$ cat src/rtl/uart_rx_pkg.sv
package uart_rx_pkg;

  localparam int DATA_W = 8;
  localparam int STAT_W = 3;

  localparam int ST_FULL = 0;
  localparam int ST_PERR = 1;
  localparam int ST_FERR = 2;

  typedef enum logic [2:0] {
    RX_IDLE,
    RX_START,
    RX_DATA,
    RX_PAR,
    RX_STOP1,
    RX_STOP2
  } rx_state_e;

  // Keep the data bits that the current length uses.
  function automatic logic [DATA_W-1:0] mask_len(input logic [DATA_W-1:0] d,
                                                 input logic len7);
    logic [DATA_W-1:0] m;
    m = d;
    if (len7) m[DATA_W-1] = 1'b0;
    return m;
  endfunction

  // 1 when the received parity disagrees with the selected sense.
  function automatic logic parity_bad(input logic [DATA_W-1:0] d,
                                      input logic len7,
                                      input logic odd,
                                      input logic pbit);
    logic total_odd;
    total_odd = (^mask_len(d, len7)) ^ pbit;
    return odd ? ~total_odd : total_odd;
  endfunction

endpackage

$ cat src/rtl/uart_rx_sync.sv
module uart_rx_sync #(
  parameter int STAGES = 2
) (
  input  logic clk,
  input  logic rst_n,
  input  logic din,
  output logic dout,
  output logic fall
);
  logic [STAGES-1:0] pipe_q;
  logic              prev_q;

  always_ff @(posedge clk or negedge rst_n) begin
    if (!rst_n) begin
      pipe_q <= '1;
      prev_q <= 1'b1;
    end else begin
      pipe_q <= {pipe_q[STAGES-2:0], din};
      prev_q <= pipe_q[STAGES-1];
    end
  end

  assign dout = pipe_q[STAGES-1];
  assign fall = prev_q & ~pipe_q[STAGES-1];
endmodule

$ cat src/rtl/uart_rx_engine.sv
module uart_rx_engine
  import uart_rx_pkg::*;
#(
  parameter int OS = 16
) (
  input  logic              clk,
  input  logic              rst_n,
  input  logic              tick,
  input  logic              rxd,
  input  logic              fall,
  input  logic              go_ok,
  input  logic              run_ok,
  input  logic              cfg_len7,
  input  logic              cfg_par_en,
  input  logic              cfg_par_odd,
  input  logic              cfg_two_stop,
  output logic              done,
  output logic [DATA_W-1:0] done_data,
  output logic              done_perr,
  output logic              done_ferr
);
  localparam int CW = $clog2(OS);
  localparam int IW = $clog2(DATA_W);
  localparam logic [CW-1:0] MID  = CW'(OS / 2 - 1);
  localparam logic [CW-1:0] LAST = CW'(OS - 1);

  rx_state_e         state_q;
  logic [CW-1:0]     cnt_q;
  logic [IW-1:0]     idx_q;
  logic [DATA_W-1:0] data_q;
  logic              pbit_q;
  logic              at_mid;
  logic              at_end;
  logic [IW-1:0]     last_idx;

  assign at_mid   = tick && (cnt_q == MID);
  assign at_end   = tick && (cnt_q == LAST);
  assign last_idx = cfg_len7 ? IW'(DATA_W - 2) : IW'(DATA_W - 1);

  always_ff @(posedge clk or negedge rst_n) begin
    if (!rst_n) begin
      state_q <= RX_IDLE;
      cnt_q   <= '0;
      idx_q   <= '0;
      data_q  <= '0;
      pbit_q  <= 1'b0;
    end else if (!run_ok) begin
      state_q <= RX_IDLE;
      cnt_q   <= '0;
    end else begin
      unique case (state_q)
        RX_IDLE: begin
          if (fall && go_ok) begin
            state_q <= RX_START;
            cnt_q   <= '0;
          end
        end
        RX_START: begin
          if (at_mid) begin
            cnt_q <= '0;
            if (rxd) begin
              state_q <= RX_IDLE;
            end else begin
              state_q <= RX_DATA;
              idx_q   <= '0;
              data_q  <= '0;
            end
          end else if (tick) begin
            cnt_q <= cnt_q + 1'b1;
          end
        end
        RX_DATA: begin
          if (at_end) begin
            cnt_q         <= '0;
            data_q[idx_q] <= rxd;
            if (idx_q == last_idx) state_q <= cfg_par_en ? RX_PAR : RX_STOP1;
            else                   idx_q   <= idx_q + 1'b1;
          end else if (tick) begin
            cnt_q <= cnt_q + 1'b1;
          end
        end
        RX_PAR: begin
          if (at_end) begin
            cnt_q   <= '0;
            pbit_q  <= rxd;
            state_q <= RX_STOP1;
          end else if (tick) begin
            cnt_q <= cnt_q + 1'b1;
          end
        end
        RX_STOP1: begin
          if (at_end) begin
            cnt_q   <= '0;
            state_q <= cfg_two_stop ? RX_STOP2 : RX_IDLE;
          end else if (tick) begin
            cnt_q <= cnt_q + 1'b1;
          end
        end
        RX_STOP2: begin
          if (at_end) begin
            cnt_q   <= '0;
            state_q <= RX_IDLE;
          end else if (tick) begin
            cnt_q <= cnt_q + 1'b1;
          end
        end
        default: state_q <= RX_IDLE;
      endcase
    end
  end

  assign done      = run_ok && (state_q == RX_STOP1) && at_end;
  assign done_data = data_q;
  assign done_ferr = ~rxd;
  assign done_perr = cfg_par_en && parity_bad(data_q, cfg_len7, cfg_par_odd, pbit_q);
endmodule

$ cat src/rtl/uart_rx_regs.sv
module uart_rx_regs
  import uart_rx_pkg::*;
(
  input  logic              clk,
  input  logic              rst_n,
  input  logic              standby,
  input  logic              done,
  input  logic [DATA_W-1:0] done_data,
  input  logic              done_perr,
  input  logic              done_ferr,
  input  logic              reg_addr,
  input  logic              reg_rd,
  input  logic              reg_wr,
  input  logic [STAT_W-1:0] reg_wdata,
  output logic [DATA_W-1:0] reg_rdata,
  output logic [STAT_W-1:0] flags,
  output logic [STAT_W-1:0] armed,
  output logic [DATA_W-1:0] rdr
);
  logic [STAT_W-1:0] flags_q;
  logic [STAT_W-1:0] arm_q;
  logic [DATA_W-1:0] rdr_q;
  logic [STAT_W-1:0] set_v;
  logic [STAT_W-1:0] clr_v;
  logic              rd_stat;
  logic              wr_stat;

  assign rd_stat = reg_rd && !reg_addr;
  assign wr_stat = reg_wr && !reg_addr;

  always_comb begin
    set_v          = '0;
    set_v[ST_FULL] = done && !done_perr && !done_ferr;
    set_v[ST_PERR] = done && done_perr;
    set_v[ST_FERR] = done && done_ferr;
  end

  genvar gi;
  generate
    for (gi = 0; gi < STAT_W; gi++) begin : g_flag
      assign clr_v[gi] = wr_stat && arm_q[gi] && !reg_wdata[gi];

      always_ff @(posedge clk or negedge rst_n) begin
        if (!rst_n) begin
          flags_q[gi] <= 1'b0;
          arm_q[gi]   <= 1'b0;
        end else if (standby) begin
          flags_q[gi] <= 1'b0;
          arm_q[gi]   <= 1'b0;
        end else begin
          flags_q[gi] <= set_v[gi] | (flags_q[gi] & ~clr_v[gi]);
          if (wr_stat)      arm_q[gi] <= 1'b0;
          else if (rd_stat) arm_q[gi] <= arm_q[gi] | flags_q[gi];
        end
      end
    end
  endgenerate

  always_ff @(posedge clk or negedge rst_n) begin
    if (!rst_n)    rdr_q <= '0;
    else if (done) rdr_q <= done_data;
  end

  assign reg_rdata = reg_addr ? rdr_q : {{(DATA_W-STAT_W){1'b0}}, flags_q};
  assign flags     = flags_q;
  assign armed     = arm_q;
  assign rdr       = rdr_q;
endmodule

$ cat src/rtl/uart_rx_sticky.sv
module uart_rx_sticky
  import uart_rx_pkg::*;
#(
  parameter int OS          = 16,
  parameter int SYNC_STAGES = 2
) (
  input  logic              clk,
  input  logic              rst_n,
  input  logic              standby,
  input  logic              rx_en,
  input  logic              cfg_len7,
  input  logic              cfg_par_en,
  input  logic              cfg_par_odd,
  input  logic              cfg_two_stop,
  input  logic              baud_tick,
  input  logic              rxd,
  input  logic              reg_addr,
  input  logic              reg_rd,
  input  logic              reg_wr,
  input  logic [STAT_W-1:0] reg_wdata,
  output logic [DATA_W-1:0] reg_rdata
);
  logic              line_s;
  logic              line_fall;
  logic              done_evt;
  logic [DATA_W-1:0] done_data;
  logic              done_perr;
  logic              done_ferr;
  logic [STAT_W-1:0] flags;
  logic [STAT_W-1:0] armed;
  logic [DATA_W-1:0] rdr;
  logic              st_full;
  logic              st_perr;
  logic              st_ferr;
  logic              arm_ferr;
  logic              stall;
  logic              run_ok;
  logic              go_ok;

  assign st_full  = flags[ST_FULL];
  assign st_perr  = flags[ST_PERR];
  assign st_ferr  = flags[ST_FERR];
  assign arm_ferr = armed[ST_FERR];
  assign stall    = st_perr | st_ferr;
  assign run_ok   = rx_en & ~standby;
  assign go_ok    = run_ok & ~stall;

  uart_rx_sync #(.STAGES(SYNC_STAGES)) u_sync (
    .clk  (clk),
    .rst_n(rst_n),
    .din  (rxd),
    .dout (line_s),
    .fall (line_fall)
  );

  uart_rx_engine #(.OS(OS)) u_engine (
    .clk         (clk),
    .rst_n       (rst_n),
    .tick        (baud_tick),
    .rxd         (line_s),
    .fall        (line_fall),
    .go_ok       (go_ok),
    .run_ok      (run_ok),
    .cfg_len7    (cfg_len7),
    .cfg_par_en  (cfg_par_en),
    .cfg_par_odd (cfg_par_odd),
    .cfg_two_stop(cfg_two_stop),
    .done        (done_evt),
    .done_data   (done_data),
    .done_perr   (done_perr),
    .done_ferr   (done_ferr)
  );

  uart_rx_regs u_regs (
    .clk      (clk),
    .rst_n    (rst_n),
    .standby  (standby),
    .done     (done_evt),
    .done_data(done_data),
    .done_perr(done_perr),
    .done_ferr(done_ferr),
    .reg_addr (reg_addr),
    .reg_rd   (reg_rd),
    .reg_wr   (reg_wr),
    .reg_wdata(reg_wdata),
    .reg_rdata(reg_rdata),
    .flags    (flags),
    .armed    (armed),
    .rdr      (rdr)
  );
endmodule

$ cat config.mk
export PLATFORM = sky130hd
export DESIGN_NAME = uart_rx_sticky
export DESIGN_NICKNAME = d
export VERILOG_FILES = /design/src/rtl/uart_rx_pkg.sv /design/src/rtl/uart_rx_sync.sv /design/src/rtl/uart_rx_engine.sv /design/src/rtl/uart_rx_regs.sv /design/src/rtl/uart_rx_sticky.sv
export SDC_FILE = /design/constraint.sdc
export NUM_CORES = 1
export LEC_CHECK = 0
export ABC_AREA = 1
export CAP_MARGIN = 10
export CORE_MARGIN = 8
export CORE_UTILIZATION = 45
export DETAILED_ROUTE_END_ITERATION = 7
export PLACE_DENSITY = 0.69
export SYNTH_ARGS = -nofsm -noshare
export SYNTH_HDL_FRONTEND = slang
export SYNTH_SLANG_ARGS = --single-unit
$ cat constraint.sdc
create_clock -name clk -period 1.66 [get_ports clk]
set_clock_uncertainty 0.2 [all_clocks]
set_input_delay 0.498 -clock clk [delete_from_list [all_inputs] [get_ports clk]]
set_output_delay 0.498 -clock clk [all_outputs]
set_load 0.02 [all_outputs]
==> flow_summary.toml <==
[sta]
finalHoldViolCount = 0
period_needed_ns = 1.77
setup-violations-final = 31
worstMarginPinSlew_ns = 0.399
setup_slack_ns = -0.109
finalCritPeriodShare_pct = 107
whs_ns = 0.157
timing.fmax_mhz = 565
finalSetupTns_ns = -2.10
maxSlewHeadroom_pct = 73.2
final_max_slew_viol_count = 0
rsz0062_at_grt = "yes"

[global_routing]
gr-usage-all-layers_pct = 14.9
grt_max_degree = 37
antenna_found_initial = 0
grt_overflow = 0
grt_pass1_vias = 1981
grt_pass1_wl_um = 9000

[yosys]
ys.flop_type = "dfrtp_1"
yosysMostFrequentCell = "nand2_1"
ys_seq_area_share_pct = 43.5
synth.distinct_cells = 28
synth_edf_count = 0
synth_area_leaders = "dfrtp_1, nand2_1, inv_1"
ys_async_sr_fraction_pct = 100
synth_common_cells = "nand2_1, dfrtp_1, inv_1"
syn_nets = 304
avgSynthCellArea_um2 = 7.29
yosys_warnings = 0
syn_inst = 285
yosys.area.top_type = "dfrtp_1"
netlist_area_um2 = 2080
ys_ff_latch = 36
synth_top_area_share_pct = 39.7

[power]
seqPwrFrac_pct = 45.1
switching_share_pct = 25.9
ir_drop_mv = 0.567
power_frac_clock_pct = 37.5
p_sw_uw = 525
p_comb_share_pct = 17.4
p_leak_uw = 0.00154
total_power_uw = 2030
power_density_nw_per_um2 = 635
p_int_uw = 1500

[routing]
route.vias.total = 2061
drt_iter0_drc = 68
vias_per_cell = 4.98
drc = 0
wire_per_inst_um = 12.8
finalWirelength_um = 5290
ant_nets = 0
first_pass_iters = 4

[outcome]
status = "finished, violations left"
violations = "setup timing"

[clocking]
cts_max_level = 2
cts_tree = "done"
max-clock-path-buffers = 2
cts_num_sinks = 36
clkTransAtPathRegs_ns = 0.07
cts_buffers = 5
insertion_delay_ns = 0.28
cts_root_buf = "clkbuf_8"
postCtsHoldBufs = 0

[floorplanning]
ios = 24
rows = 24
start_util_pct = 47.1
die_h_um = 84.0
dieArea_um2 = 7050
core_um2 = 4410
die_w_um = 84.0

[placement]
gp_congestion = 0.853
hpwlAfterDp_um = 3600
port_buffers = 23

[layout]
drive_gt1_share_pct = 41.2
nNetsFinal = 380
antenna_cells = 0
fillers = 308
synthToLayoutAreaGrowth_pct = 53.7

[critical_path]
cpLargestDelayFamily = "simple AND/OR/NAND/NOR gates"
criticalPathCategory = "reg2reg"
crit_chain = "ha_4 > nand3_4 > nor2_4 > buf_6 > buf_6 > o21ai_2 > inv_1 > nand2_2 > nand2_1 > o21ai_1"
worstSetupStartpointType = "flip-flop"
cp_data_required_time_ns = 1.62
max_stage_delay_ns = 0.41
arrival_ns = 1.73
cp-end-kind = "flip-flop"
cp_common_cell = "buf_6"
path_max_fanout = 6
cp.buffers_inverters = 3
crit_slowest_cell = "dfrtp_1"

[worst_hold_path]
min_path_type = "reg2reg"

[flow_run]
cap_violations = 0
-- final timing paths --
path / cells past startpoint / endpoint / startpoint / slack (ns)
max in group asynchronous: 2 / u_sync.pipe_q[0]$_DFF_PN1_ / rst_n / 0.61
worst min-delay path: 0 / u_sync.pipe_q[1]$_DFF_PN1_ / u_sync.pipe_q[0]$_DFF_PN1_ / 0.16
min in group asynchronous: 2 / u_regs.rdr[6]$_DFFE_PN0N_ / rst_n / 0.39
worst max register to register: 10 / u_engine.state_q[2]$_DFFE_PN0P_ / u_engine.cnt_q[1]$_DFFE_PN0P_ / -0.11
worst min register to register: 0 / u_sync.pipe_q[1]$_DFF_PN1_ / u_sync.pipe_q[0]$_DFF_PN1_ / 0.16
worst max-delay path: 10 / u_engine.state_q[2]$_DFFE_PN0P_ / u_engine.cnt_q[1]$_DFFE_PN0P_ / -0.11
-- per-layer routing --
metal	up-vias	global-route usage, %	part of all wire, %
met5	-	0	0
met4	0	4.40	0.60
met3	4	4.30	3.6
met2	36	24.5	50
met1	946	18.3	45
li1	1075	-	-
-- metrics by stage --
step | setup WS (ns) | util (%) | area (um2) | std cells
floorplan | 0.0211 | - | 2100 | 285
global placement | -0.896 | 60.2 | 2660 | 391
detailed placement | -0.913 | 60.2 | 2660 | 391
CTS | -0.129 | 66.8 | 2950 | 408
global route | -0.190 | 72.4 | 3190 | 414
finish | -0.109 | 72.4 | 3190 | 414
-- sequential cells by signal, summed over array words and instances (netlist names) --
name / count
u_engine.done_data: 8
u_regs.rdr: 8
u_engine.cnt_q: 4
u_engine.idx_q: 3
u_engine.state_q: 3
u_regs.armed: 3
u_regs.flags: 3
u_sync.pipe_q: 2
u_engine.pbit_q: 1
u_sync.prev_q: 1
-- final cells by class --
cell class	instances	area, um2	area share, %
clock inverters	2	35.0	1.10
repair buffers	75	723	22.6
multi-input cells	199	1220	38.1
flip-flops and latches	36	908	28.4
well taps	52	65.1	2.04
clock buffers	6	72.6	2.27
inverters	44	173	5.41
-- power by group through the flow --
stage / Sequential [uW] / Combinational [uW] / Clock [uW]
2_1_floorplan: 925 / 145 / 0
3_3_place_gp: 928 / 274 / 0
3_5_place_dp: 929 / 280 / 0
4_1_cts: 913 / 310 / 785
5_1_grt: 918 / 393 / 817
6_report: 916 / 353 / 761
-- kinds of logic (layout without fill, tap and decap cells) --
family,after synthesis,after routing,synth area share [%]
buffers and inverters,50,127,9.63
and+or+nand+nor,141,141,29.4
adders and majority gates,3,3,1.81
AOI/OAI and AO/OA,51,51,13.9
xor gates and xnor gates,4,4,1.69
DFF,36,36,43.5
-- cells in the final DEF (no fill, tap or decap), types with 3 or more instances in the layout --
| master | synthesis | layout |
|---|---|---|
| inv_1 | 33 | 26 |
| nand4_1 | 4 | 4 |
| dfrtp_2 | 0 | 3 |
| nand2_2 | 2 | 14 |
| xnor2_1 | 4 | 3 |
| dlygate4sd2_1 | 0 | 4 |
| a21oi_2 | 1 | 5 |
| buf_4 | 0 | 36 |
| buf_6 | 1 | 20 |
| o31ai_1 | 4 | 4 |
| nor2_4 | 1 | 5 |
| nor2_2 | 3 | 3 |
| nor2_1 | 13 | 9 |
| dfrtp_1 | 33 | 30 |
| o21ai_1 | 16 | 12 |
| clkbuf_8 | 0 | 5 |
| o21ai_0 | 12 | 4 |
| nor3_1 | 9 | 8 |
| inv_2 | 10 | 15 |
| dfstp_2 | 3 | 3 |
| buf_12 | 0 | 3 |
| o21ai_2 | 4 | 14 |
| inv_4 | 0 | 3 |
| nand2_4 | 0 | 4 |
| a21oi_1 | 12 | 8 |
| nand3_1 | 23 | 19 |
| nand2_1 | 84 | 68 |
| nand3_2 | 1 | 3 |
| clkdlybuf4s50_1 | 0 | 9 |
-- timing repair --
item	in CTS	in global routing
setup buffers	6	9
pin swaps	15	21
setup endpoints to repair	39	38
gates resized for setup	88	62
gates cloned	3	0
Note: power is estimated with default switching activity, not from simulation.
